===== config.mk =====
export PLATFORM = sky130hd
export DESIGN_NAME = retaddr_guard
export DESIGN_NICKNAME = d
export VERILOG_FILES = /design/src/rtl/rg_pkg.sv /design/src/rtl/rg_decode.sv /design/src/rtl/rg_store.sv /design/src/rtl/rg_ptr.sv /design/src/rtl/retaddr_guard.sv
export SDC_FILE = /design/constraint.sdc
export NUM_CORES = 1
export LEC_CHECK = 0
export ABC_AREA = 1
export BUFFER_PORTS_ARGS = -buffer_cell sky130_fd_sc_hd__buf_2
export CORE_MARGIN = 5
export CORE_UTILIZATION = 25
export DETAILED_ROUTE_END_ITERATION = 8
export SETUP_SLACK_MARGIN = 0.3
export SLEW_MARGIN = 20
export SYNTH_ARGS = -nofsm -noshare
export SYNTH_HDL_FRONTEND = slang
export SYNTH_SLANG_ARGS = --single-unit

===== constraint.sdc =====
create_clock -name clk -period 3.55 [get_ports clk]
set_clock_uncertainty 0.15 [all_clocks]
set_input_delay 0.355 -clock clk [delete_from_list [all_inputs] [get_ports clk]]
set_output_delay 0.355 -clock clk [all_outputs]
set_load 0.05 [all_outputs]

===== src/rtl/rg_pkg.sv =====
package rg_pkg;

  typedef enum logic [2:0] {
    OP_IDLE,
    OP_PUSH,
    OP_POP,
    OP_SETPTR,
    OP_CLASH,
    OP_OVF,
    OP_UNDER
  } rg_op_e;

  // saturate a requested pointer value to the stack capacity
  function automatic int sat_ptr(int v, int depth);
    return (v > depth) ? depth : v;
  endfunction

endpackage


===== src/rtl/rg_decode.sv =====
module rg_decode
  import rg_pkg::*;
(
  input  logic   call_vld,
  input  logic   ret_vld,
  input  logic   ptr_rd,
  input  logic   ptr_wr,
  input  logic   priv_sup,
  input  logic   ptr_full,
  input  logic   ptr_empty,
  input  logic   top_match,
  output rg_op_e op,
  output logic   cfi_evt,
  output logic   ovf_evt,
  output logic   priv_viol
);

  always_comb begin
    if (priv_sup && ptr_wr)         op = OP_SETPTR;
    else if (call_vld && ret_vld)   op = OP_CLASH;
    else if (call_vld)              op = ptr_full  ? OP_OVF   : OP_PUSH;
    else if (ret_vld)               op = ptr_empty ? OP_UNDER : OP_POP;
    else                            op = OP_IDLE;
  end

  assign cfi_evt   = (op == OP_CLASH) || (op == OP_UNDER) ||
                     ((op == OP_POP) && !top_match);
  assign ovf_evt   = (op == OP_OVF);
  assign priv_viol = !priv_sup && (ptr_rd || ptr_wr);

endmodule


===== src/rtl/rg_store.sv =====
module rg_store #(
  parameter int ADDR_W = 16,
  parameter int DEPTH  = 8,
  parameter int IDX_W  = $clog2(DEPTH)
) (
  input  logic              clk,
  input  logic              rst_n,
  input  logic              wr_en,
  input  logic [IDX_W-1:0]  wr_idx,
  input  logic [ADDR_W-1:0] wr_data,
  input  logic [IDX_W-1:0]  rd_idx,
  output logic [ADDR_W-1:0] rd_data
);

  logic [DEPTH-1:0][ADDR_W-1:0] sel_val;

  for (genvar i = 0; i < DEPTH; i++) begin : g_ent
    logic [ADDR_W-1:0] q;
    always_ff @(posedge clk) begin
      if (!rst_n)                                  q <= '0;
      else if (wr_en && (wr_idx == IDX_W'(i)))     q <= wr_data;
    end
    assign sel_val[i] = (rd_idx == IDX_W'(i)) ? q : '0;
  end

  always_comb begin
    rd_data = '0;
    for (int i = 0; i < DEPTH; i++) rd_data = rd_data | sel_val[i];
  end

endmodule


===== src/rtl/rg_ptr.sv =====
module rg_ptr
  import rg_pkg::*;
#(
  parameter int PTR_W = 4
) (
  input  logic             clk,
  input  logic             rst_n,
  input  rg_op_e           op,
  input  logic [PTR_W-1:0] load_val,
  output logic [PTR_W-1:0] ptr_q
);

  always_ff @(posedge clk) begin
    if (!rst_n) ptr_q <= '0;
    else begin
      case (op)
        OP_PUSH:   ptr_q <= ptr_q + PTR_W'(1);
        OP_POP:    ptr_q <= ptr_q - PTR_W'(1);
        OP_SETPTR: ptr_q <= load_val;
        default:   ptr_q <= ptr_q;
      endcase
    end
  end

endmodule


===== src/rtl/retaddr_guard.sv =====
module retaddr_guard
  import rg_pkg::*;
#(
  parameter int ADDR_W = 16,
  parameter int DEPTH  = 8,
  parameter int PTR_W  = $clog2(DEPTH + 1)
) (
  input  logic              clk,
  input  logic              rst_n,
  input  logic              call_vld,
  input  logic [ADDR_W-1:0] call_addr,
  input  logic              ret_vld,
  input  logic [ADDR_W-1:0] ret_addr,
  input  logic              ptr_rd,
  input  logic              ptr_wr,
  input  logic [PTR_W-1:0]  ptr_wdata,
  input  logic              priv_sup,
  output logic [PTR_W-1:0]  ptr_rdata,
  output logic              cfi_fault,
  output logic              ovf_fault,
  output logic              priv_trap
);

  localparam int IDX_W = $clog2(DEPTH);
  localparam logic [PTR_W-1:0] FULL_PTR = PTR_W'(DEPTH);

  // named internal events
  rg_op_e            op;
  logic              cfi_evt, ovf_evt, priv_viol;
  logic [PTR_W-1:0]  ptr_q;
  logic              ptr_full, ptr_empty, top_match;
  logic [ADDR_W-1:0] top_entry;
  logic [IDX_W-1:0]  top_idx;
  logic [PTR_W-1:0]  load_val;

  assign ptr_full  = (ptr_q == FULL_PTR);
  assign ptr_empty = (ptr_q == '0);
  assign top_idx   = ptr_empty ? '0 : IDX_W'(ptr_q - PTR_W'(1));
  assign top_match = (top_entry == ret_addr);
  assign load_val  = PTR_W'(sat_ptr(int'(ptr_wdata), DEPTH));

  rg_decode u_decode (
    .call_vld (call_vld),
    .ret_vld  (ret_vld),
    .ptr_rd   (ptr_rd),
    .ptr_wr   (ptr_wr),
    .priv_sup (priv_sup),
    .ptr_full (ptr_full),
    .ptr_empty(ptr_empty),
    .top_match(top_match),
    .op       (op),
    .cfi_evt  (cfi_evt),
    .ovf_evt  (ovf_evt),
    .priv_viol(priv_viol)
  );

  rg_store #(.ADDR_W(ADDR_W), .DEPTH(DEPTH), .IDX_W(IDX_W)) u_store (
    .clk    (clk),
    .rst_n  (rst_n),
    .wr_en  (op == OP_PUSH),
    .wr_idx (IDX_W'(ptr_q)),
    .wr_data(call_addr),
    .rd_idx (top_idx),
    .rd_data(top_entry)
  );

  rg_ptr #(.PTR_W(PTR_W)) u_ptr (
    .clk     (clk),
    .rst_n   (rst_n),
    .op      (op),
    .load_val(load_val),
    .ptr_q   (ptr_q)
  );

  assign ptr_rdata = (ptr_rd && priv_sup) ? ptr_q : '0;

  always_ff @(posedge clk) begin
    if (!rst_n) begin
      cfi_fault <= 1'b0;
      ovf_fault <= 1'b0;
      priv_trap <= 1'b0;
    end else begin
      cfi_fault <= cfi_evt;
      ovf_fault <= ovf_evt;
      priv_trap <= priv_viol;
    end
  end

endmodule


=== Word level (Yosys, flattened, before mapping) ===
Index checks and enable logic that the tools add are counted.

* Order comparisons: 1
* Add/sub/neg operators: 2
* Reduce and logical (&&, ||, !) cells: 22
* Bitwise logic cells: 7
* Muxes and demuxes: 18
* Equality and inequality tests: 22

{| class="wikitable"
|+ Operator list
! operator !! number
|-
| 16-bit 2-to-1 mux || 8
|-
| 16-bit bitwise OR || 7
|-
| 3-bit == test (second input constant) || 11
|-
| 3-bit 2-to-1 mux || 7
|-
| 3-bit by 2-bit == test with 1-bit output (second input constant) || 6
|-
| 16-bit == test || 1
|-
| 1-bit logical AND || 13
|-
| 4-bit case mux with 3 select lines || 1
|-
| 3-bit by 1-bit == test with 1-bit output (second input constant) || 3
|-
| 4-bit 2-to-1 mux || 2
|-
| 3-bit logical NOT || 2
|-
| 4-bit by 1-bit adder with 4-bit output (second input constant) || 1
|-
| 4-bit == test (second input constant) || 1
|-
| 4-bit greater-than comparator (second input constant) || 1
|-
| 4-bit logical NOT || 1
|-
| 4-bit by 1-bit subtractor with 4-bit output (second input constant) || 1
|-
| 1-bit logical OR || 3
|-
| 3-bit nonzero test || 1
|-
| 1-bit logical NOT || 2
|}

* Input port bits: 43
* Output and inout bits: 7
* Flip-flop bits (word level): 135
* Word-level logic and storage cells: 84

=== Depth between registers and ports, before layout ===
* Depth in word-level cells: 15
* Gate-level depth with buffers: 20
* Depth with buffers taken out: 18

=== By module ===
From an unflattened synthesis, not the netlist that was laid out.

* Cells, all modules: 1012
* Area, all modules: 6705.2 µm²

{| class="wikitable"
|+ By module, submodules not included
! module !! area each (µm²) !! cells an instance !! seq. area each (µm²) !! instances
|-
| rg_store || 5825.6 || 849 || 2562.5 || 1
|-
| retaddr_guard || 440.4 || 85 || 60.1 || 1
|-
| rg_ptr || 346.6 || 59 || 80.1 || 1
|-
| rg_decode || 92.6 || 19 || 0.0 || 1
|}

=== Worst setup path before layout ===
OpenSTA, ideal clock, no wires.

* Path type: flip-flop to flip-flop
* Start point: reg u_ptr.ptr_q[0]
* End point: reg cfi_fault
* Clock period less this slack: 2642 ps
* Slack: 908 ps
* Setup time: 119 ps
* Arrival: 2373 ps
* Buffers on the path: 3
* Required time: 3281 ps
* Cell stages (with the launch flop): 19
* Path through: dfxtp_1 -> inv_1 -> ha_1 -> ha_1 -> clkbuf_2 -> inv_1 -> buf_2 -> buf_2 -> nand4_1 -> nand2_1 -> nor2_1 -> nand3_1 -> nand2_1 -> nor2_1 -> nand2_1 -> nor2_1 -> nand2_1 -> nand2_1 -> a21oi_1

* Longest elaborated chain between the ends: 15
* Elaborated cells between the ends (all ways): 41
* Those cells by class: add/sub (1); eq/ne (12); mux (15); bitwise (7); reduce/logical (6)

{| class="wikitable"
|+ Ends and longest elaborated chain
! item !! line !! text
|-
| start: declaration || rg_ptr.sv:10 || <nowiki>output logic [PTR_W-1:0] ptr_q</nowiki>
|-
| start signal: assignment || rg_ptr.sv:17 || <nowiki>OP_PUSH: ptr_q <= ptr_q + PTR_W'(1);</nowiki>
|-
| start signal: assignment || rg_ptr.sv:18 || <nowiki>OP_POP: ptr_q <= ptr_q - PTR_W'(1);</nowiki>
|-
| start signal: assignment || rg_ptr.sv:19 || <nowiki>OP_SETPTR: ptr_q <= load_val;</nowiki>
|-
| 4-bit by 1-bit subtractor with 4-bit output or 4-bit logical NOT (tied branches) || - ||
|-
| 3-bit 2-to-1 mux || retaddr_guard.sv:38 || <nowiki>assign top_idx = ptr_empty ? '0 : IDX_W'(ptr_q - PTR_W'(1));</nowiki>
|-
| 3-bit by 1-bit == test with 1-bit output or 3-bit logical NOT (tied branches) || rg_store.sv:23 || <nowiki>assign sel_val[i] = (rd_idx == IDX_W'(i)) ? q : '0;</nowiki>
|-
| 16-bit 2-to-1 mux || rg_store.sv:23 ||
|-
| 16-bit bitwise OR (7 in a row) || rg_store.sv:28 || <nowiki>for (int i = 0; i < DEPTH; i++) rd_data = rd_data | sel_val[i];</nowiki>
|-
| 16-bit == test || retaddr_guard.sv:39 || <nowiki>assign top_match = (top_entry == ret_addr);</nowiki>
|-
| 1-bit logical NOT || rg_decode.sv:27 || <nowiki>((op == OP_POP) && !top_match);</nowiki>
|-
| 1-bit logical AND || rg_decode.sv:27 ||
|-
| 1-bit logical OR (*) || rg_decode.sv:26 || <nowiki>assign cfi_evt = (op == OP_CLASH) || (op == OP_UNDER) ||</nowiki>
|-
| end signal: assignment || retaddr_guard.sv:83 || <nowiki>cfi_fault <= cfi_evt;</nowiki>
|-
| end: declaration || retaddr_guard.sv:19 || <nowiki>output logic cfi_fault,</nowiki>
|}

Mark *: on every way between the ends. The rest lies on a longest branch, timed or not.
A chain may end at the register's enable or synchronous reset.

=== Worst setup path after layout ===
* Start point: reg u_ptr.ptr_q[1]
* End point: reg cfi_fault

Same word-level chain as after synthesis.

==> flow_summary.yaml <==
run_status:
  outcome: "finished, final reports clean"
floorplan:
  core_sq_mm: 0.0258
  start_util: 0.252
  std_cell_rows: 59
  fp.dieW_microns: 171
  die_h_microns: 171
  die-area_sq_mm: 0.0294
  pin_count: 50
timing:
  fin_crit_ps: 2920
  relSlewSlack: 0.323
  whs_ps: 61.1
  maxSlewViolCount: 0
  setup_violations: 0
  tightest_slew_ps: 1020
  fin_tns_setup_ps: 0
  finalCritPeriodShare: 0.824
  hold_viol_final: 0
  rsz0062_at_grt: "no"
  max_freq_mhz: 342
final_layout:
  nFillCells: 2866
  layout.nets: 1075
  area_delta_synth_final_pct: 17.7
  diodes: 0
  ff_latch_area_sq_mm: 0.00270
  drive_gt1_frac: 0.107
  multi_input_comb_area_sq_mm: 0.00338
route:
  route.detailed.drc: 0
  via_per_inst: 4.80
  vias: 6579
  drt_iter0_drc: 570
  wire_per_inst_microns: 16.0
  first_pass_iters: 5
  antenna_left: 0
  wl_microns: 22000
global_routing:
  grt_max_degree: 63
  grt_pass1_wl_microns: 34600
  grt_pass1_vias: 6044
  grt.overflow.total: 0
  grt_usage: 0.151
  antenna_found_initial: 0
synth:
  syn-num-nets: 1044
  yosysWarnings: 0
  yosysSeqAreaShare: 0.415
  synth_compound_area_frac: 0.117
  synthCells: 993
  syn_area_sq_mm: 0.00651
  ys_types: 23
  yosys.area_share.simple: 0.382
  synth_fa_ha_area_frac: 0.0154
  synth-seq-cells: 135
  synth_mux_area_frac: 0
  synth_xor_area_frac: 0
  syn_avg_cell_area_sq_um: 6.55
  synth_top_family_by_area: "simple AND/OR/NAND/NOR gates"
setup_path:
  worst_setup_path_start_kind: "flip-flop"
  worstPathRequired_ps: 3700
  path_class: "flip-flop to flip-flop"
  crit_path_max_fanout: 28
  end_kind: "flip-flop"
  cp.arrival_ps: 3070
power:
  peakVddDrop_v: 0.000313
  combPwrFrac: 0.172
  pwr_density_cell_mw_per_mm2: 497
  finalPower_mw: 3.81
  p_switching_mw: 1.14
  power_frac_clock: 0.415
  seqPwrFrac: 0.413
  p_leak_nw: 3.40
  p_int_mw: 2.66
  p_sw_frac: 0.300
clock_network:
  h-tree-depth: 4
  cts-root-buf: "clkbuf_16"
  cts-buffers-inserted: 17
  clockBufferDepth: 2
  clock_latency_ps: 420
  cts_tree: "yes"
  cts_sinks: 135
  path_clk_slew_ps: 50
placement:
  port_buffers: 49
  gp_congestion: 0.859
  dp.final_hpwl_microns: 13400
worst_hold_path:
  hp-class: "input pin to flip-flop"
run:
  maxCapViolCount: 0
-- per-layer routing --
| metal | vias up | track usage | share of wire |
|---|---|---|---|
| li1 | 3320 | - | - |
| met1 | 2974 | 0.203 | 0.45 |
| met2 | 246 | 0.238 | 0.45 |
| met3 | 39 | 0.0405 | 0.072 |
| met4 | 0 | 0.0482 | 0.026 |
| met5 | - | 0 | 0 |
-- per-stage QoR --
step | instance area (sq um) | utilization | setup slack [ps] | std cells
2_1_floorplan | 6510 | - | 908 | 993
3_3_place_gp | 7070 | 0.274 | 435 | 1336
3_5_place_dp | 7070 | 0.274 | 413 | 1336
4_1_cts | 7600 | 0.294 | 380 | 1367
5_1_grt | 7660 | 0.297 | 317 | 1370
6_report | 7660 | 0.297 | 626 | 1370
-- cells in the mapped netlist, drive strengths merged --
| cell | n | area share |
|---|---|---|
| a211o | 1 | 0.0013 |
| a21oi | 5 | 0.0038 |
| a31oi | 4 | 0.0038 |
| buf | 30 | 0.026 |
| clkbuf | 33 | 0.019 |
| dfxtp | 135 | 0.42 |
| ha | 8 | 0.015 |
| inv | 43 | 0.025 |
| nand2 | 152 | 0.088 |
| nand3 | 69 | 0.053 |
| nand4 | 62 | 0.060 |
| nor2 | 305 | 0.18 |
| nor3 | 7 | 0.0054 |
| o21ai | 138 | 0.11 |
| o221a | 1 | 0.0017 |
-- flip-flops by register name (all words and copies together) (netlist names) --
register         flops
u_store.g_ent.q    128
cfi_fault            1
ovf_fault            1
priv_trap            1
u_ptr.ptr_q          4
-- power groups by stage --
| stage | combinational (mW) | clock, mW | sequential [mW] |
|---|---|---|---|
| after CTS | 0.631 | 1.60 | 1.57 |
| final | 0.655 | 1.58 | 1.57 |
| after detailed placement | 0.627 | 0 | 1.60 |
| after global placement | 0.622 | 0 | 1.60 |
| after floorplan | 0.409 | 0 | 1.61 |
| after global routing | 0.710 | 1.67 | 1.57 |
-- worst paths after layout --
path | from | to | slack, ps | cells past startpoint
worst max-delay path | u_ptr.ptr_q[1]$_SDFFE_PN0P_ | cfi_fault$_SDFF_PN0_ | 630 | 18
worst min-delay path | ptr_wr | priv_trap$_SDFF_PN0_ | 60 | 3
worst max register to register | u_ptr.ptr_q[1]$_SDFFE_PN0P_ | cfi_fault$_SDFF_PN0_ | 630 | 18
worst min register to register | u_store.g_ent[3].q[5]$_SDFFE_PN0P_ | u_store.g_ent[3].q[5]$_SDFFE_PN0P_ | 320 | 2
-- what timing repair did --
action | CTS | global route
setup endpoints to repair | 0 | 1
hold endpoints to repair | 1 | 0
hold buffers | 1 | 0
buffers inserted | 0 | 3
gates resized for setup | 0 | 6
-- cells in the final DEF (no fill, tap or decap), types with 3 or more instances in the layout --
| cell | synthesis | final |
|---|---|---|
| dfxtp_1 | 135 | 135 |
| clkbuf_1 | 32 | 5 |
| nor2_1 | 305 | 304 |
| clkbuf_8 | 0 | 4 |
| clkbuf_16 | 0 | 17 |
| buf_6 | 3 | 3 |
| nand3_1 | 69 | 69 |
| inv_2 | 3 | 3 |
| clkinv_2 | 0 | 4 |
| a31oi_1 | 4 | 4 |
| inv_1 | 40 | 39 |
| buf_2 | 22 | 49 |
| ha_1 | 8 | 8 |
| nor3_1 | 7 | 5 |
| nand4_1 | 62 | 62 |
| a21oi_1 | 5 | 5 |
| nand2_1 | 150 | 149 |
| buf_4 | 1 | 20 |
| o21ai_0 | 136 | 136 |
-- critical path, stage by stage, from the launching register on --
cell	delay, ps
dfxtp_1	390
inv_1	120
ha_1	270
ha_1	310
inv_1	140
nand2_4	230
buf_6	270
nand3_1	100
nand2_1	70
nor2_1	120
nand2_1	70
nand2_1	50
nand2_1	40
nor2_1	110
nand2_1	80
nor2_1	80
nand2_1	60
nand2_1	60
a21oi_1	60
-- cell families after synthesis --
kind of cell,after synthesis
AO/OA/AOI/OAI,149
adder cells (fa/ha/maj),8
buffers and inverters,106
flip-flops,135
AND/OR/NAND/NOR,595
-- final cells by class --
type | count | area share
clock buffers | 26 | 0.0651
clock inverters | 4 | 0.00261
inverters | 43 | 0.0216
multi-input cells | 752 | 0.441
flip-flops and latches | 135 | 0.353
well taps | 335 | 0.0547
repair buffers | 75 | 0.0625
Note: power is estimated with default switching activity, not from simulation.
